### src/rtl/fpv_seq_pkg.sv
package fpv_seq_pkg;
  typedef enum logic [1:0] {
    CLS_DUAL      = 2'd0,
    CLS_MONO      = 2'd1,
    CLS_FIXED     = 2'd2,
    CLS_FIXED_ALT = 2'd3
  } op_cls_e;

  typedef struct packed {
    logic vec;
    logic bcast;
    logic rn_adv;
    logic rm_adv;
  } seq_mode_t;

  localparam int NUM_LANES = 3;
  localparam int LANE_RD   = 0;
  localparam int LANE_RN   = 1;
  localparam int LANE_RM   = 2;
endpackage

### src/rtl/fpv_seq_plan.sv
module fpv_seq_plan
  import fpv_seq_pkg::*;
#(
  parameter int LEN_W    = 3,
  parameter int STRIDE_W = 2,
  parameter int BANK_W   = 2,
  parameter int STEP_W   = STRIDE_W + 1
) (
  input  op_cls_e            cls,
  input  logic               dbl,
  input  logic [BANK_W-1:0]  rd_bank_s,
  input  logic [BANK_W-1:0]  rd_bank_d,
  input  logic [BANK_W-1:0]  rm_bank_s,
  input  logic [BANK_W-1:0]  rm_bank_d,
  input  logic [LEN_W-1:0]   vlen,
  input  logic [STRIDE_W-1:0] stride,
  output seq_mode_t          mode,
  output logic [STEP_W-1:0]  step,
  output logic [LEN_W-1:0]   count
);
  logic [BANK_W-1:0] rd_bank;
  logic [BANK_W-1:0] rm_bank;
  logic              vec_cls;
  logic              is_vec;

  assign rd_bank = dbl ? rd_bank_d : rd_bank_s;
  assign rm_bank = dbl ? rm_bank_d : rm_bank_s;
  assign vec_cls = (cls == CLS_DUAL) || (cls == CLS_MONO);
  assign is_vec  = vec_cls && (vlen != '0) && (rd_bank != '0);

  always_comb begin
    if (dbl) step = STEP_W'(stride >> 1) + STEP_W'(1);
    else     step = STEP_W'(stride) + STEP_W'(1);
  end

  always_comb begin
    mode.vec    = is_vec;
    mode.rn_adv = is_vec && (cls == CLS_DUAL);
    mode.rm_adv = is_vec && (rm_bank != '0);
    mode.bcast  = is_vec && (cls == CLS_MONO) && (rm_bank == '0);
    count       = is_vec ? vlen : '0;
  end
endmodule

### src/rtl/fpv_seq_wrap.sv
module fpv_seq_wrap #(
  parameter int IDX_W   = 5,
  parameter int STEP_W  = 3,
  parameter int SGL_LOW = 3,
  parameter int DBL_LOW = 2
) (
  input  logic [IDX_W-1:0]  idx,
  input  logic [STEP_W-1:0] step,
  input  logic              dbl,
  output logic [IDX_W-1:0]  nxt
);
  logic [SGL_LOW-1:0] s_low;
  logic [DBL_LOW-1:0] d_low;

  assign s_low = idx[SGL_LOW-1:0] + SGL_LOW'(step);
  assign d_low = idx[DBL_LOW-1:0] + DBL_LOW'(step);

  assign nxt = dbl ? {idx[IDX_W-1:DBL_LOW], d_low}
                   : {idx[IDX_W-1:SGL_LOW], s_low};
endmodule

### src/rtl/fpv_seq_top.sv
module fpv_seq_top
  import fpv_seq_pkg::*;
#(
  parameter int IDX_W    = 5,
  parameter int LEN_W    = 3,
  parameter int STRIDE_W = 2,
  parameter int SGL_LOW  = 3,
  parameter int DBL_LOW  = 2
) (
  input  logic                clk,
  input  logic                rst,
  input  logic                start_i,
  input  logic                dbl_i,
  input  logic [1:0]          op_cls_i,
  input  logic [IDX_W-1:0]    rd_i,
  input  logic [IDX_W-1:0]    rn_i,
  input  logic [IDX_W-1:0]    rm_i,
  input  logic [LEN_W-1:0]    vlen_i,
  input  logic [STRIDE_W-1:0] vstride_i,
  input  logic                stall_i,
  output logic                busy_o,
  output logic                el_valid_o,
  output logic                el_last_o,
  output logic                el_wb_only_o,
  output logic [IDX_W-1:0]    el_rd_o,
  output logic [IDX_W-1:0]    el_rn_o,
  output logic [IDX_W-1:0]    el_rm_o
);
  localparam int BANK_W = 2;
  localparam int STEP_W = STRIDE_W + 1;

  seq_mode_t         pl_mode;
  logic [STEP_W-1:0] pl_step;
  logic [LEN_W-1:0]  pl_count;

  fpv_seq_plan #(
    .LEN_W(LEN_W), .STRIDE_W(STRIDE_W), .BANK_W(BANK_W), .STEP_W(STEP_W)
  ) u_plan (
    .cls       (op_cls_e'(op_cls_i)),
    .dbl       (dbl_i),
    .rd_bank_s (rd_i[SGL_LOW +: BANK_W]),
    .rd_bank_d (rd_i[DBL_LOW +: BANK_W]),
    .rm_bank_s (rm_i[SGL_LOW +: BANK_W]),
    .rm_bank_d (rm_i[DBL_LOW +: BANK_W]),
    .vlen      (vlen_i),
    .stride    (vstride_i),
    .mode      (pl_mode),
    .step      (pl_step),
    .count     (pl_count)
  );

  logic              valid_q, busy_q, last_q, wb_q, dbl_q, bcast_q;
  logic [STEP_W-1:0] step_q;
  logic [LEN_W-1:0]  cnt_q;
  logic [IDX_W-1:0]  idx_q   [NUM_LANES];
  logic [IDX_W-1:0]  idx_nx  [NUM_LANES];
  logic [IDX_W-1:0]  idx_in  [NUM_LANES];
  logic              adv_q   [NUM_LANES];
  logic              adv_in  [NUM_LANES];

  assign idx_in[LANE_RD] = rd_i;
  assign idx_in[LANE_RN] = rn_i;
  assign idx_in[LANE_RM] = rm_i;
  assign adv_in[LANE_RD] = pl_mode.vec;
  assign adv_in[LANE_RN] = pl_mode.rn_adv;
  assign adv_in[LANE_RM] = pl_mode.rm_adv;

  for (genvar g = 0; g < NUM_LANES; g++) begin : g_lane
    logic [IDX_W-1:0] wrapped;

    fpv_seq_wrap #(
      .IDX_W(IDX_W), .STEP_W(STEP_W), .SGL_LOW(SGL_LOW), .DBL_LOW(DBL_LOW)
    ) u_wrap (
      .idx  (idx_q[g]),
      .step (step_q),
      .dbl  (dbl_q),
      .nxt  (wrapped)
    );

    assign idx_nx[g] = adv_q[g] ? wrapped : idx_q[g];

    always_ff @(posedge clk) begin
      if (rst) begin
        idx_q[g] <= '0;
        adv_q[g] <= 1'b0;
      end else if (!busy_q) begin
        if (start_i) begin
          idx_q[g] <= idx_in[g];
          adv_q[g] <= adv_in[g];
        end
      end else if (!stall_i && !last_q) begin
        idx_q[g] <= idx_nx[g];
      end
    end
  end

  always_ff @(posedge clk) begin
    if (rst) begin
      valid_q <= 1'b0;
      busy_q  <= 1'b0;
      last_q  <= 1'b0;
      wb_q    <= 1'b0;
      dbl_q   <= 1'b0;
      bcast_q <= 1'b0;
      step_q  <= '0;
      cnt_q   <= '0;
    end else if (!busy_q) begin
      if (start_i) begin
        valid_q <= 1'b1;
        busy_q  <= 1'b1;
        last_q  <= (pl_count == '0);
        wb_q    <= 1'b0;
        dbl_q   <= dbl_i;
        bcast_q <= pl_mode.bcast;
        step_q  <= pl_step;
        cnt_q   <= pl_count;
      end
    end else if (!stall_i) begin
      if (last_q) begin
        valid_q <= 1'b0;
        busy_q  <= 1'b0;
        last_q  <= 1'b0;
        wb_q    <= 1'b0;
      end else begin
        cnt_q  <= cnt_q - LEN_W'(1);
        last_q <= (cnt_q == LEN_W'(1));
        wb_q   <= bcast_q;
      end
    end
  end

  assign busy_o       = busy_q;
  assign el_valid_o   = valid_q;
  assign el_last_o    = last_q;
  assign el_wb_only_o = wb_q;
  assign el_rd_o      = idx_q[LANE_RD];
  assign el_rn_o      = idx_q[LANE_RN];
  assign el_rm_o      = idx_q[LANE_RM];
endmodule

### config.mk
export PLATFORM = sky130hd
export DESIGN_NAME = fpv_seq_top
export DESIGN_NICKNAME = d
export VERILOG_FILES = /design/src/rtl/fpv_seq_pkg.sv /design/src/rtl/fpv_seq_plan.sv /design/src/rtl/fpv_seq_wrap.sv /design/src/rtl/fpv_seq_top.sv
export SDC_FILE = /design/constraint.sdc
export NUM_CORES = 1
export LEC_CHECK = 0
export BUFFER_PORTS_ARGS = -buffer_cell sky130_fd_sc_hd__buf_2
export CAP_MARGIN = 20
export CORE_MARGIN = 5
export CORE_UTILIZATION = 38
export DETAILED_ROUTE_END_ITERATION = 12
export HOLD_SLACK_MARGIN = 0.02
export PLACE_DENSITY_LB_ADDON = 0.12
export SLEW_MARGIN = 10
export SYNTH_ARGS = -nofsm -noshare
export SYNTH_HDL_FRONTEND = slang
export SYNTH_HIERARCHICAL = 1
export SYNTH_SLANG_ARGS = --single-unit
### constraint.sdc
create_clock -name clk -period 2.14 [get_ports clk]
set_input_delay 0.321 -clock clk [delete_from_list [all_inputs] [get_ports clk]]
set_output_delay 0.321 -clock clk [all_outputs]
set_load 0.1 [all_outputs]
# Word level (Yosys, flattened, before mapping)

Memory sizes are Yosys's and may differ from the RTL's.
Index checks and enable logic that the tools add are counted.

Register bits after elaboration: 12
RAM bits: 18
Input port bits: 27
Output and inout port bits: 19
Logic and storage cells: 103
Memories: 2

$add $sub $neg: 9
Equal/unequal tests: 5
Multiplexer cells: 48
Bitwise logic cells: 10
Reductions and logical operators: 21

Memory list:

| memory | words | width | rd ports | clocked after Yosys merged registers in | wr ports | RTL line          | RTL |
|---|---|---|---|---|---|---|---|
| idx_q  | 3     | 5     | 3        | 0                                       | 3        | fpv_seq_top.sv:55 | `logic [IDX_W-1:0] idx_q [NUM_LANES];` |
| adv_q  | 3     | 1     | 3        | 0                                       | 3        | fpv_seq_top.sv:58 | `logic adv_q [NUM_LANES];` |

Operators by type and width:

| operator            | count |
|---|---|
| $mux 3              | 12 |
| $mux 5              | 6 |
| $mux 1              | 28 |
| $add 3x3->3         | 3 |
| $or 1x1->1          | 9 |
| $logic_and 1x1->1   | 7 |
| $add 2x2->2         | 3 |
| $reduce_and 3->1    | 2 |
| $reduce_bool 2->1   | 3 |
| $logic_not 2->1     | 2 |
| $mux 2              | 2 |
| $ne 2x2->1 const B  | 2 |
| $reduce_and 2->1    | 2 |
| $add 2x1->3 const B | 1 |
| $eq 3x1->1 const B  | 1 |
| $logic_not 3->1     | 1 |
| $reduce_bool 3->1   | 1 |
| $sub 3x1->3 const B | 1 |
| $add 1x1->2 const B | 1 |
| $eq 2x1->1 const B  | 1 |
| $logic_not 1->1     | 2 |
| $ne 2x1->1 const B  | 1 |
| $logic_or 1x1->1    | 1 |
| $not 1->1           | 1 |

# Logic depth before layout (Yosys ltp)

Gate-level depths: netlist (run 1).

Depth in word-level cells: 8
Mapped depth: 7
Gate-level depth less buffers: 7

# Hierarchy

The synthesis (run 1) kept the hierarchy.

Modules (own cells, without submodules):

| module                               | times used | cells each | area each (µm²) | sequential area each (µm²) |
|---|---|---|---|---|
| fpv_seq_top                          | 1          | 108        | 1317.5          | 780.7 |
| fpv_seq_wrap at g_lane[0].u_wrap ... | 2          | 9          | 76.3            | 0.0 |
| fpv_seq_plan                         | 1          | 18         | 136.4           | 0.0 |
| fpv_seq_wrap at g_lane[2].u_wrap     | 1          | 12         | 87.6            | 0.0 |

# Least setup slack after synthesis (run 1)

No wires, ideal clock.

Path kind: register to register
Start point: mem idx_q[2][0]
End point: mem idx_q[2][2], data pin
Library setup time: 256 ps
Data arrival time: 2150 ps
Required time: 1884 ps
Path slack: -267 ps
Stages on the path, launching flop included: 8
Buffers on the path: 0
Clock period less this slack: 2407 ps
Cell sequence: edfxtp_1 > ha_1 > inv_1 > fa_1 > xor2_1 > nor2_1 > xor2_1 > a22o_1

RTL lines:

| item        | RTL line |
|---|---|
| from (decl) | fpv_seq_top.sv:55 |

==> results of run 1 <==
==> final cells by class <==
type                            instances  area share
Sequential cell                        30      0.3931
Tap cell                               52     0.03270
Inverter                               11     0.02075
Multi-Input combinational cell         97      0.3880
Clock inverter                          2    0.004403
Timing Repair Buffer                   48      0.1245
Clock buffer                            6     0.03648
==> power groups by stage <==
stage | clock network (mW) | logic [mW] | registers (mW)
finish | 0.435 | 0.440 | 0.702
floorplan | 0 | 0.153 | 0.931
global route | 0.478 | 0.469 | 0.711
global placement | 0 | 0.438 | 0.714
CTS | 0.446 | 0.443 | 0.703
detailed placement | 0 | 0.443 | 0.715
==> worst max-delay path, cell delays in order (launching register included) <==
cell and delay (ns):
dfxtp_1 0.44, ha_1 0.18, inv_1 0.05, fa_1 0.37, xor2_1 0.15, nor2_1 0.12
xor2_1 0.08, a22o_1 0.20
==> final timing paths <==
path	startpoint	end
hold reg to reg	cnt_q[1]	cnt_q[1]
setup reg to reg	step_q[0]	idx_q[2][2]
setup / recovery	step_q[0]	idx_q[2][2]
hold / removal	rn_i[3]	idx_q[1][3]
==> layout by cell type (no fill, tap or decap), types with 3 or more instances in the layout <==
cell	synthesis	final
a21oi_1	4	4
a22o_1	20	20
and2_1	4	4
and3_1	4	4
buf_2	3	45
buf_4	7	3
clkbuf_8	0	5
dfxtp_1	12	11
edfxtp_1	18	18
fa_1	3	3
ha_1	6	4
inv_1	10	10
nand2_1	9	9
nor2_1	9	9
xor2_1	4	4
==> through the flow <==
stage          hold slack (ns)  TNS [ns]  instances  power, mW  setup WS [ns]
2_1_floorplan           0.4316   -0.7317        156      1.084        -0.2668
3_3_place_gp            0.4607         0        238      1.151         0.3151
3_5_place_dp            0.4642         0        238      1.158         0.2652
4_1_cts                 0.3160         0        246      1.592         0.2898
5_1_grt                 0.3214         0        246      1.658         0.1837
6_report                0.3209         0        246      1.577         0.3120
==> metal layers <==
layer / global-route usage / up-vias
met5: 0 / -
met4: 0.06294 / 0
met3: 0.02810 / 7
met2: 0.2003 / 36
met1: 0.1864 / 587
li1: - / 632
==> sequential cells by signal, summed over array words and instances (netlist names) <==
signal        count
busy_o            1
el_valid_o        1
step_q            3
el_last_o         1
adv_q             3
idx_q            15
cnt_q             3
el_wb_only_o      1
dbl_q             1
bcast_q           1
==> logic make-up (layout without fill, tap and decap cells) <==
group	Yosys count	in the layout	synth area share
AND/OR/NAND/NOR	46	46	0.1691
AO/OA/AOI/OAI	34	34	0.1603
flip-flops	30	30	0.4609
buffers and inverters	29	67	0.08641
adder cells (fa/ha/maj)	9	9	0.07976
XOR/XNOR	6	6	0.03102
multiplexers	2	2	0.01256
==> metrics.cfg, run 1 <==
[place]
place_area_um2 = 1908
hpwl_um = 2831
io_buffers = 45
routabilityCongestion = 0.7793

[power_and_ir_drop]
p_int_mw = 0.9946
p_sw_frac = 0.3694
p_clk_frac = 0.276
power_per_cell_area_nw_per_um2 = 792.9
p_seq_frac = 0.445
p_leak_nw = 0.8989
combPwrFrac = 0.279
p_switching_mw = 0.5827
ir_worst_vdd_mv = 0.2760

[outcome]
status = complete, no violations

[final_layout]
drive_gt1_frac = 0.3351
layout.nets = 229
area_growth_syn_to_layout_pct = 17.43
regArea_um2 = 782.0
fillers = 423
fin_util = 0.4569
antenna_cells = 0
multi_input_area_um2 = 772.0
finalInstanceArea_um2 = 1989

[setup_path]
cp.arrival_ns = 1.86
r2r_slack_ns = 0.31
crit_type = reg -> reg
crit_fanout = 4
start_kind = flop
cp.required_ns = 2.18
reg2reg_depth = 7
cp-end-kind = flop

[timing]
worst_pin_slew_ns = 0.5503
slew_violations = 0
fmax_mhz = 547.1
skew_ns = 0.007893
hold_viol_final = 0
setup_viol = 0
slew_headroom = 0.6316
rsz0062_at_grt = false
period_share = 0.8542
fin_crit_ns = 1.828

[detailed_routing]
wl_met3_um = 202
via_per_inst = 5.130
met1_length_um = 1799
vias = 1262
drtAntennaViolNets = 0
avgRoutedWirePerCell_um = 14.95
dr.pass1.iters = 5
highest_layer = met4
routed_wl_um = 3678
first_iter_violations = 32
met2_length_um = 1605
drc = 0

[die]
fp.dieW_um = 76.77
die_h_um = 76.77
dieArea_um2 = 5894
core.rowCount = 24
coreArea_um2 = 4354
start_util = 0.3891
ios = 46

[global_routing]
grt_max_degree = 21
grt_usage = 0.1349
gr-total-overflow = 0
grt_pass1_wl_um = 6396
antenna_found_initial = 0
grt_pass1_vias = 1340

[yosys]
synth_top_area_share = 0.3191
syn-mean-instance-area_um2 = 10.86
async_reset_ff_frac = 0
synth_edf_count = 18
synth_area_leader_cell = edfxtp_1
ys_types = 42
ys_top_cells_by_count = a22o_1, edfxtp_1, dfxtp_1
synth_nets = 192
netlist_area_um2 = 1694
ys_warn_count = 6
ys_top_cells_by_area = edfxtp_1, dfxtp_1, a22o_1
ys_ff_latch = 30
synth.most_common_cell = a22o_1
synthCells = 156
ys_seq_area_frac = 0.4609
synth_flop_cell = edfxtp_1

[min_path]
holdCritPathClass = in -> reg
hold_depth = 2

[clocking]
htreeDepth = 2
path_clk_slew_ns = 0.07
postCtsSetupBuffers = 0
cts_made_buffers = 5
post_cts_resized = 0
cts_sinks = 30
clock_latency_ns = 0.28
holdBufCountCts = 0
root_buffer = clkbuf_8
cts_tree = done
clockBufferDepth = 2

[job]
drv_cap = 0

Power figures use the tool's default switching activity.
==> run 2: changes to the inputs <==
- MAX_ROUTING_LAYER: unset -> met4
==> run 2 against run 1 <==
  * Worst setup slack got worse by 0.0097 ns
  * Hold slack improved by 0.0024 ns
  * Die area did not move
  * First-iteration DRC count rose by 34%
  * Cell count did not move
  * Global-route usage rose by 0.37 points
  * Non-clock buffer count did not move
  * Critical path type unchanged
==> metrics.cfg, run 2 (synthesized netlist as in run 1, its figures left out) <==
[die]
fp.dieW_um = 76.77
coreArea_um2 = 4354
core.rowCount = 24
start_util = 0.3891
die_h_um = 76.77
ios = 46
dieArea_um2 = 5894

[clocking]
postCtsSetupBuffers = 0
path_clk_slew_ns = 0.06
clock_latency_ns = 0.28
post_cts_resized = 0
cts_tree = done
holdBufCountCts = 0
clockBufferDepth = 2
cts_made_buffers = 5
root_buffer = clkbuf_8
htreeDepth = 2
cts_sinks = 30

[timing]
fin_crit_ns = 1.838
setup_viol = 0
fmax_mhz = 544.2
hold_viol_final = 0
slew_headroom = 0.6295
worst_pin_slew_ns = 0.5534
skew_ns = 0.005637
slew_violations = 0
period_share = 0.8587
rsz0062_at_grt = false

[setup_path]
path_buf_inv = 1
cpMostUsedCell = xor2_1
cp.required_ns = 2.18
cp.arrival_ns = 1.87
critPathMaxStageDelay_ns = 0.44
path_cells = ha_1 -> inv_1 -> fa_1 -> xor2_1 -> nor2_1 -> xor2_1 -> a22o_1
crit_type = reg -> reg
cp-end-kind = flop
cp_top_family = adder cells
start_kind = flop
crit_fanout = 4
crit_slowest_cell = dfxtp_1

[power_and_ir_drop]
power_per_cell_area_nw_per_um2 = 791.9
p_leak_nw = 0.8989
ir_worst_vdd_mv = 0.2762

[final_layout]
antenna_cells = 0
layout_common_cells = buf_2, a22o_1, edfxtp_1, dfxtp_1, inv_1
top_register = idx_q
multi_input_area_um2 = 772.0
final_common_cell = buf_2
regArea_um2 = 782.0
fillers = 423
finalNonFillerCells = 246
layout.nets = 229
fin_util = 0.4569
drive_gt1_frac = 0.3351
area_growth_syn_to_layout_pct = 17.43
largest_reg_flops = 15

[place]
hpwl_um = 2831
place_inst = 238
io_buffers = 45
routabilityCongestion = 0.7900

[detailed_routing]
via_per_inst = 5.171
vias = 1272
first_iter_violations = 43
avgRoutedWirePerCell_um = 14.94
drc = 0
drtAntennaViolNets = 0
routed_wl_um = 3676
dr.pass1.iters = 4

[global_routing]
antenna_found_initial = 0
grt_pass1_wl_um = 6396
grt_pass1_vias = 1340
gr-total-overflow = 0
grt_usage = 0.1386
grt_max_degree = 21

[outcome]
status = complete, no violations

[min_path]
holdCritPathClass = in -> reg

[job]
drv_cap = 0

-- run 2: worst paths after layout --
kind	cells after the start	startpoint	slack [ns]	endpoint
max	7	step_q[0]	0.30	idx_q[2][2]
min	2	rn_i[3]	0.32	idx_q[1][3]
max reg2reg	7	step_q[0]	0.30	idx_q[2][2]
min reg2reg	2	cnt_q[1]	0.48	cnt_q[1]
-- run 2: layer usage --
metal	track usage	up-vias	wire (um)	share of wire
li1	-	631	-	-
met1	0.1886	596	1793	0.49
met2	0.1978	38	1605	0.44
met3	0.02810	7	207	0.056
met4	0.06294	0	70	0.019
met5	-	-	0	0
-- run 2: layout make-up --
| class | instances | share of cell area |
|---|---|---|
| multi-input combinational | 97 | 0.3880 |
| inverter | 11 | 0.02075 |
| clock inverter | 2 | 0.004403 |
| timing repair buffer | 48 | 0.1245 |
| clock buffer | 6 | 0.03648 |
| tap | 52 | 0.03270 |
| sequential | 30 | 0.3931 |
-- run 2: metrics by stage --
stage	hold WS [ns]	instance area, um^2	setup WS [ns]	total power, mW	TNS (ns)
after floorplan	0.4316	1700	-0.2668	1.084	-0.7317
after global placement	0.4607	1908	0.3151	1.151	0
after detailed placement	0.4642	1908	0.2652	1.158	0
after CTS	0.3160	1989	0.2898	1.592	0
after global routing	0.3214	1989	0.1837	1.658	0
final	0.3233	1989	0.3024	1.576	0
-- run 2: worst register-to-register path: stages, from the launching register on --
cell	delay, ns
dfxtp_1	0.44
ha_1	0.18
inv_1	0.05
fa_1	0.37
xor2_1	0.15
nor2_1	0.12
xor2_1	0.08
a22o_1	0.20
-- run 2: power by group --
part / internal (mW) / switching [mW]
clock network: 0.223 / 0.210
logic: 0.108 / 0.332
registers: 0.663 / 0.0393
total: 0.995 / 0.581
==> run 3: changes to the inputs <==
- CELL_PAD_IN_SITES_DETAIL_PLACEMENT: unset -> 1
- CELL_PAD_IN_SITES_GLOBAL_PLACEMENT: unset -> 1
- CORE_UTILIZATION: 38 -> 36
- clock period: 2.14 -> 1.6 ns (I/O delays scaled with it)
==> run 3 against run 2 <==
  * Via count rose by 6.1%
  * Worst setup slack worse by 0.45 ns
  * Clock power up 49%
  * Maximum frequency up 5.3%
  * Critical path type unchanged
  * Largest power group unchanged
  * First-iteration DRC count up 65%
  * Largest cell class is now multi-input gates
  * The flow now finishes with violations (negative setup slack)
==> metrics.cfg, run 3 (synthesized netlist as in run 1, its figures left out) <==
[detailed_routing]
met2_length_um = 2320
drtAntennaViolNets = 0
avgRoutedWirePerCell_um = 16.53
met1_length_um = 1762
highest_layer = met4
drc = 0
first_iter_violations = 71
vias = 1349
wl_met3_um = 152
via_per_inst = 5.188
dr.pass1.iters = 4
routed_wl_um = 4297

[place]
io_buffers = 45
place_area_um2 = 2011
place_ws_ns = -0.2809
routabilityCongestion = 0.8381
hpwl_um = 3382

[setup_path]
start_kind = flop
rr_startpoint = idx_q[1][0]
cp.required_ns = 1.63
cp_top_family = adder cells
path_buf_inv = 0
path_cells = ha_4 -> fa_2 -> xnor2_1 -> nor2_1 -> xor2_1 -> a22o_1
crit_type = reg -> reg
crit_fanout = 2
critPathMaxStageDelay_ns = 0.43
reg2reg_to = idx_q[1][2]
cp.arrival_ns = 1.78
reg2reg_depth = 6
crit_slowest_cell = edfxtp_1
r2r_slack_ns = -0.15
crit_start = idx_q[1][0]
cp-end-kind = flop

[timing]
setup_viol = 3
slew_violations = 0
rsz0062_at_grt = true
worst_hold_slack_ns = 0.2411
skew_ns = 0.006491
period_share = 1.091
hold_viol_final = 0
fin_ws_ns = -0.1459
fin_crit_ns = 1.746
fmax_mhz = 572.8
worst_pin_slew_ns = 0.4969
slew_headroom = 0.6710

[power_and_ir_drop]
p_leak_nw = 0.9632
p_sw_frac = 0.3662
power_per_cell_area_nw_per_um2 = 1048
ir_worst_vdd_mv = 0.4959
combPwrFrac = 0.292
p_seq_frac = 0.417
p_int_mw = 1.410
p_clk_frac = 0.291
p_switching_mw = 0.8148

[die]
fp.dieW_um = 78.60
ios = 46
core.rowCount = 25
dieArea_um2 = 6178
die_h_um = 78.60
coreArea_um2 = 4661
start_util = 0.3635

[final_layout]
layout.nets = 241
largest_reg_flops = 15
antenna_cells = 0
finalInstanceArea_um2 = 2123
top_register = idx_q
drive_gt1_frac = 0.4078
area_growth_syn_to_layout_pct = 25.33
final_common_cell = buf_2
layout_common_cells = buf_2, a22o_1, edfxtp_1, buf_4

[clocking]
path_clk_slew_ns = 0.07
cts_made_buffers = 5
clockBufferDepth = 2
cts_sinks = 30
root_buffer = clkbuf_8
htreeDepth = 2
cts_tree = done
clock_latency_ns = 0.28
postCtsSetupBuffers = 0

[outcome]
failed_checks = negative setup slack
status = finished, violations left

[global_routing]
grt_usage = 0.1518
grt_pass1_vias = 1505
gr-total-overflow = 0
grt_max_degree = 21
antenna_found_initial = 0
grt_pass1_wl_um = 7196

[min_path]
min-delay-start = rm_i[1]
hold_depth = 2
min_to = idx_q[2][1]
holdCritPathClass = in -> reg

[job]
drv_cap = 0

run 3: cell count changes in the layout (fill, tap and decap cells not counted), sizes merged:
cell / delta
clkinv: -1
clkbuf: +1
buf: +12
run 3: through the flow:
step / power (mW) / utilization / instances / setup TNS [ns]
after floorplan: 1.452 / - / 156 / -12.00
after global placement: 1.580 / 0.4314 / 252 / -0.6589
after detailed placement: 1.596 / 0.4314 / 252 / -0.9111
after CTS: 2.257 / 0.4540 / 260 / -0.5765
after global routing: 2.332 / 0.4556 / 260 / -0.5671
final: 2.225 / 0.4556 / 260 / -0.3802
run 3: layer usage:
layer	track usage	vias up
li1	-	656
met1	0.1674	659
met2	0.2691	28
met3	0.03555	6
met4	0.04895	0
met5	-	-
run 3: cell type report:
type | instances | area, um^2
clock buffers | 7 | 86.33
fillers | 538 | 2537
well taps | 54 | 67.56
inverters | 11 | 41.29
repair buffers | 60 | 337.8
clock inverters | 1 | 5.005
flip-flops and latches | 30 | 785.8
multi-input cells | 97 | 799.5
run 3: power by group through the flow:
stage	combinational (mW)	clock, mW	sequential [mW]
CTS	0.656	0.671	0.930
finish	0.650	0.647	0.928
global route	0.690	0.705	0.937
detailed placement	0.650	0	0.946
global placement	0.637	0	0.943
floorplan	0.205	0	1.25
run 3: worst max path at each step:
stage	to	slack, ns	depth (start not counted)
floorplan	idx_q[2][2]	-0.81	7
global placement	idx_q[2][2]	-0.22	7
detailed placement	idx_q[2][2]	-0.28	7
CTS	idx_q[0][2]	-0.21	6
global route	idx_q[0][2]	-0.20	6
finish	idx_q[1][2]	-0.15	6
run 3: what timing repair did:
item / 4_1_cts / 5_1_grt
pin swaps: 4 / 3
gates resized for setup: 4 / 3
hold buffers: 0 / 0
cloned: 0 / 0
endpoints found under the setup margin: 4 / 3
